<file path="config.mk">
export PLATFORM = sky130hd
export DESIGN_NAME = rstpin_monitor
export DESIGN_NICKNAME = d
export VERILOG_FILES = /design/src/rtl/rstpin_monitor_pkg.sv /design/src/rtl/rpm_pin_sync.sv /design/src/rtl/rpm_fall_flag.sv /design/src/rtl/rstpin_monitor.sv
export SDC_FILE = /design/constraint.sdc
export NUM_CORES = 1
export LEC_CHECK = 0
export ABC_CLOCK_PERIOD_IN_PS = 800
export BUFFER_PORTS_ARGS = -buffer_cell sky130_fd_sc_hd__buf_2
export CORE_AREA = 2 2 39 41
export CTS_CLUSTER_SIZE = 8
export DETAILED_ROUTE_END_ITERATION = 12
export DIE_AREA = 0 0 41 43
export GPL_ROUTABILITY_DRIVEN = 0
export PLACE_DENSITY_LB_ADDON = 0.15
export SYNTH_ARGS = -nofsm -noshare
export SYNTH_HDL_FRONTEND = slang
export SYNTH_SLANG_ARGS = --single-unit
</file>
<file path="constraint.sdc">
create_clock -name clk -period 0.8 [get_ports clk]
set_input_delay 0.04 -clock clk [delete_from_list [all_inputs] [get_ports clk]]
set_output_delay 0.04 -clock clk [all_outputs]
set_load 0.005 [all_outputs]
</file>
<file path="src/rtl/rstpin_monitor_pkg.sv">
package rstpin_monitor_pkg;
  localparam int unsigned RPM_SYNC_STAGES_DEF = 2;
  localparam logic        RPM_PIN_IDLE        = 1'b1;
endpackage

</file>
<file path="src/rtl/rpm_pin_sync.sv">
module rpm_pin_sync #(
  parameter int unsigned STAGES = 2,
  parameter logic        IDLE   = 1'b1
) (
  input  logic clk,
  input  logic rst,
  input  logic din,
  output logic dout
);
  localparam int unsigned LAST = STAGES - 1;

  logic [LAST:0] chain;

  generate
    for (genvar i = 0; i < STAGES; i++) begin : g_stage
      if (i == 0) begin : g_first
        always_ff @(posedge clk) begin
          if (rst) chain[0] <= IDLE;
          else     chain[0] <= din;
        end
      end else begin : g_next
        always_ff @(posedge clk) begin
          if (rst) chain[i] <= IDLE;
          else     chain[i] <= chain[i-1];
        end
      end
    end
  endgenerate

  assign dout = chain[LAST];
endmodule

</file>
<file path="src/rtl/rpm_fall_flag.sv">
module rpm_fall_flag #(
  parameter logic IDLE = 1'b1
) (
  input  logic clk,
  input  logic rst,
  input  logic level,
  input  logic clr,
  output logic flag
);
  logic level_q;
  logic fell;

  // level_q trails the synchronized level by one edge
  always_ff @(posedge clk) begin
    if (rst) level_q <= IDLE;
    else     level_q <= level;
  end

  assign fell = level_q & ~level;

  // set has priority over the read clear
  always_ff @(posedge clk) begin
    if (rst)       flag <= 1'b0;
    else if (fell) flag <= 1'b1;
    else if (clr)  flag <= 1'b0;
  end
endmodule

</file>
<file path="src/rtl/rstpin_monitor.sv">
module rstpin_monitor
  import rstpin_monitor_pkg::*;
#(
  parameter int unsigned SYNC_STAGES = RPM_SYNC_STAGES_DEF
) (
  input  logic clk,
  input  logic rst,
  input  logic pin_n,
  input  logic ureset_en,
  input  logic irq_en,
  input  logic sr_rd,
  output logic pin_level,
  output logic fall_flag,
  output logic irq
);
  logic lvl_s;
  logic flg_s;

  rpm_pin_sync #(
    .STAGES (SYNC_STAGES),
    .IDLE   (RPM_PIN_IDLE)
  ) u_sync (
    .clk  (clk),
    .rst  (rst),
    .din  (pin_n),
    .dout (lvl_s)
  );

  rpm_fall_flag #(
    .IDLE (RPM_PIN_IDLE)
  ) u_flag (
    .clk   (clk),
    .rst   (rst),
    .level (lvl_s),
    .clr   (sr_rd),
    .flag  (flg_s)
  );

  assign pin_level = lvl_s;
  assign fall_flag = flg_s;
  assign irq       = flg_s & ~ureset_en & irq_en;
endmodule

</file>
==> key figures <==
Yosys
  • Post-Syn Area per Cell: 10.6 um^2
  • Synth unique cells: 6
  • Cell count after synthesis: 12
  • Mapped Nets: 18
  • Mapped cell area: 128 um^2
  • Seq/Total Area, Yosys: around 63%
  • Warnings, synthesis: 0
  • FF+latch count, synth: 4

Floorplanning
  • Initial Utilization: 9.22%
  • Die Ht: ~43 um
  • DIE AREA: 1760 um^2
  • Die W: 41 um
  • Core Area: 1380 um^2
  • IO Count: 9
  • Number of cell rows: 14

Timing
  • WHS: 0.0214 ns
  • Final setup viols: 2
  • Time the worst path needs with I/O delays and setup: 0.844 ns
  • Final period util: 105%
  • Fmax: roughly 1.2 GHz
  • Slew Limit Fails: 0
  • Slew @ Worst Pin: 0.0927 ns
  • Final Hold Viols: 0
  • Final Worst Setup Slack: -0.0438 ns
  • Slew margin rel.: about 94%
  • Unrepaired setup endpoints after global routing: true
  • Final Skew: 0.00382 ns

Min path
  • Hold endpoint: u_flag.level_q$_SDFF_PP1_
  • Hold path startpoint: rst
  • Hold WC Path Type: primary input to register
  • Hold depth: 2

CTS
  • Worst-skew pair later-pin latency: 0.23 ns
  • Cts bufs inserted: 3
  • Root Buffer: clkbuf_4
  • Clock sinks: 4
  • Max H-tree Level: 1
  • TritonCTS clock tree: done
  • Reg clk slew, reported paths: approximately 0.040 ns
  • Worst-case clock buffer depth: 2

Cells and area
  • FF+latch area: slightly above 80 um^2
  • Fillers: 149
  • Final Non-Filler Cells: 42
  • Share of layout cells above drive strength 1: 53.8%
  • Most common cell after layout, fill and taps aside: buf_2
  • Most frequent cells in the layout: buf_2, or2_1, clkbuf_4, dfxtp_1
  • Multi-input combinational cell area: around 48 um^2
  • Final core occ: 17.7%
  • Fin nets: 34
  • Synthesis-to-finish area growth: 92.2%
  • N_diodes: 0

Global route
  • Vias in the first global route: 124
  • Gr usage total: 4.32%
  • Initial antenna violation count: 0
  • First-pass GRT wire length: 441 um
  • Total gr overflow: 0
  • Pin count of the biggest net entering global routing: 5

Pwr
  • Leakage power: 0.105 nW
  • Worst vdd ir: 1.15 mV
  • Pwr per Cell Area: ~2000 nW/um^2

Setup path
  • CP Data Arrival Time: 0.80 ns
  • Worst EP required: 0.76 ns
  • Crit Path Category: register to primary output
  • Crit. End Element: primary output
  • Reg-to-reg slack, setup: 0.11 ns
  • Critical R2R Launch: u_flag.flag$_SDFFE_PP0P_
  • Crit Path Max Fanout: 2
  • Startpoint Class: register
  • R2r endpoint: u_flag.flag$_SDFFE_PP0P_
  • R2R depth: 3

Route
  • 1st-pass router iterations: 1
  • Via count: 131
  • Wirelength per Cell: 6.76 um
  • Post-route ant nets: 0
  • DRC: 0
  • Drt total wl: 284 um
  • Drt initial violations: 0
  • Vias per Instance: approximately 3.1

Outcome
  • Status: finished with violations
  • Failing checks: setup timing

Placement
  • IO Port Bufs: 8
  • Hpwl dp: ~190 um
  • Placed cell count: 36

Flow run
  • Max-cap viol count: 0
==> critical path: stages, from the launching register on <==
cell	delay (ns)
dfxtp_2	0.32
nand2_1	0.05
nor2_1	0.09
buf_2	0.11
==> per-layer routing <==
layer / global-route usage, % / vias up / wire length [um]
li1: - / 65 / -
met1: 3.54 / 55 / 134
met2: 5.31 / 11 / 98
met3: 6.28 / 0 / 50
met4: 2.00 / 0 / 0
met5: 0 / - / 0
==> flip-flops by register name (all words and copies together), names as in the netlist <==
signal and cells:
u_flag.flag 1, u_flag.level_q 1, u_sync.chain 1, u_sync.dout 1
==> where the power goes <==
group,switching [mW],internal (mW),total (mW)
sequential,0.00321,0.209,0.212
clock,0.0818,0.168,0.250
combinational,0.0125,0.0279,0.0404
==> through the flow <==
| step | setup TNS [ns] | worst slack [ns] | power [mW] | cell area (um^2) |
|---|---|---|---|---|
| final | -0.0621 | -0.0438 | 0.502 | 245 |
| after global routing | -0.190 | -0.134 | 0.550 | 245 |
| after CTS | -0.0433 | -0.0433 | 0.511 | 231 |
| after detailed placement | 0 | 0.166 | 0.243 | 188 |
| after global placement | 0 | 0.189 | 0.241 | 188 |
| after floorplan | 0 | 0.172 | 0.223 | 128 |
==> synthesized netlist by cell type, drive strengths merged <==
library cell	n	area [um^2]
nor2	1	3.75
nand2b	2	12.5
dfxtp	4	80.1
or2	3	18.8
a21oi	1	8.76
nand2	1	3.75
==> how the worst max path moves through the flow <==
stage,startpoint,to,slack [ns]
finish,u_flag.flag$_SDFFE_PP0P_,irq,-0.04
floorplan,u_sync.dout$_SDFF_PP1_,u_flag.level_q$_SDFF_PP1_,0.17
detailed placement,u_sync.dout$_SDFF_PP1_,u_flag.level_q$_SDFF_PP1_,0.17
global route,u_flag.flag$_SDFFE_PP0P_,irq,-0.13
global placement,u_sync.dout$_SDFF_PP1_,u_flag.level_q$_SDFF_PP1_,0.19
CTS,u_flag.flag$_SDFFE_PP0P_,irq,-0.04
==> layout make-up <==
type                       instances  share of cell area, %
clock buffer                       3                   9.18
multi-input combinational          8                   19.4
sequential                         4                   33.2
tap                               16                   8.16
timing repair buffer              11                   30.1
==> cells by family after synthesis <==
family	Yosys count	synth area share [%]
AND/OR/NAND/NOR	7	30.4
flip-flops	4	62.7
AO/OA/AOI/OAI	1	6.86
==> timing repair <==
action	in CTS	in global routing
pin swaps	0	1
hold buffers	2	0
endpoints found under the setup margin	1	1
resized for setup	1	1
cloned	0	0
hold endpoints to repair	2	0
setup buffers	0	1
No activity file was read; power rests on OpenSTA's default activity.
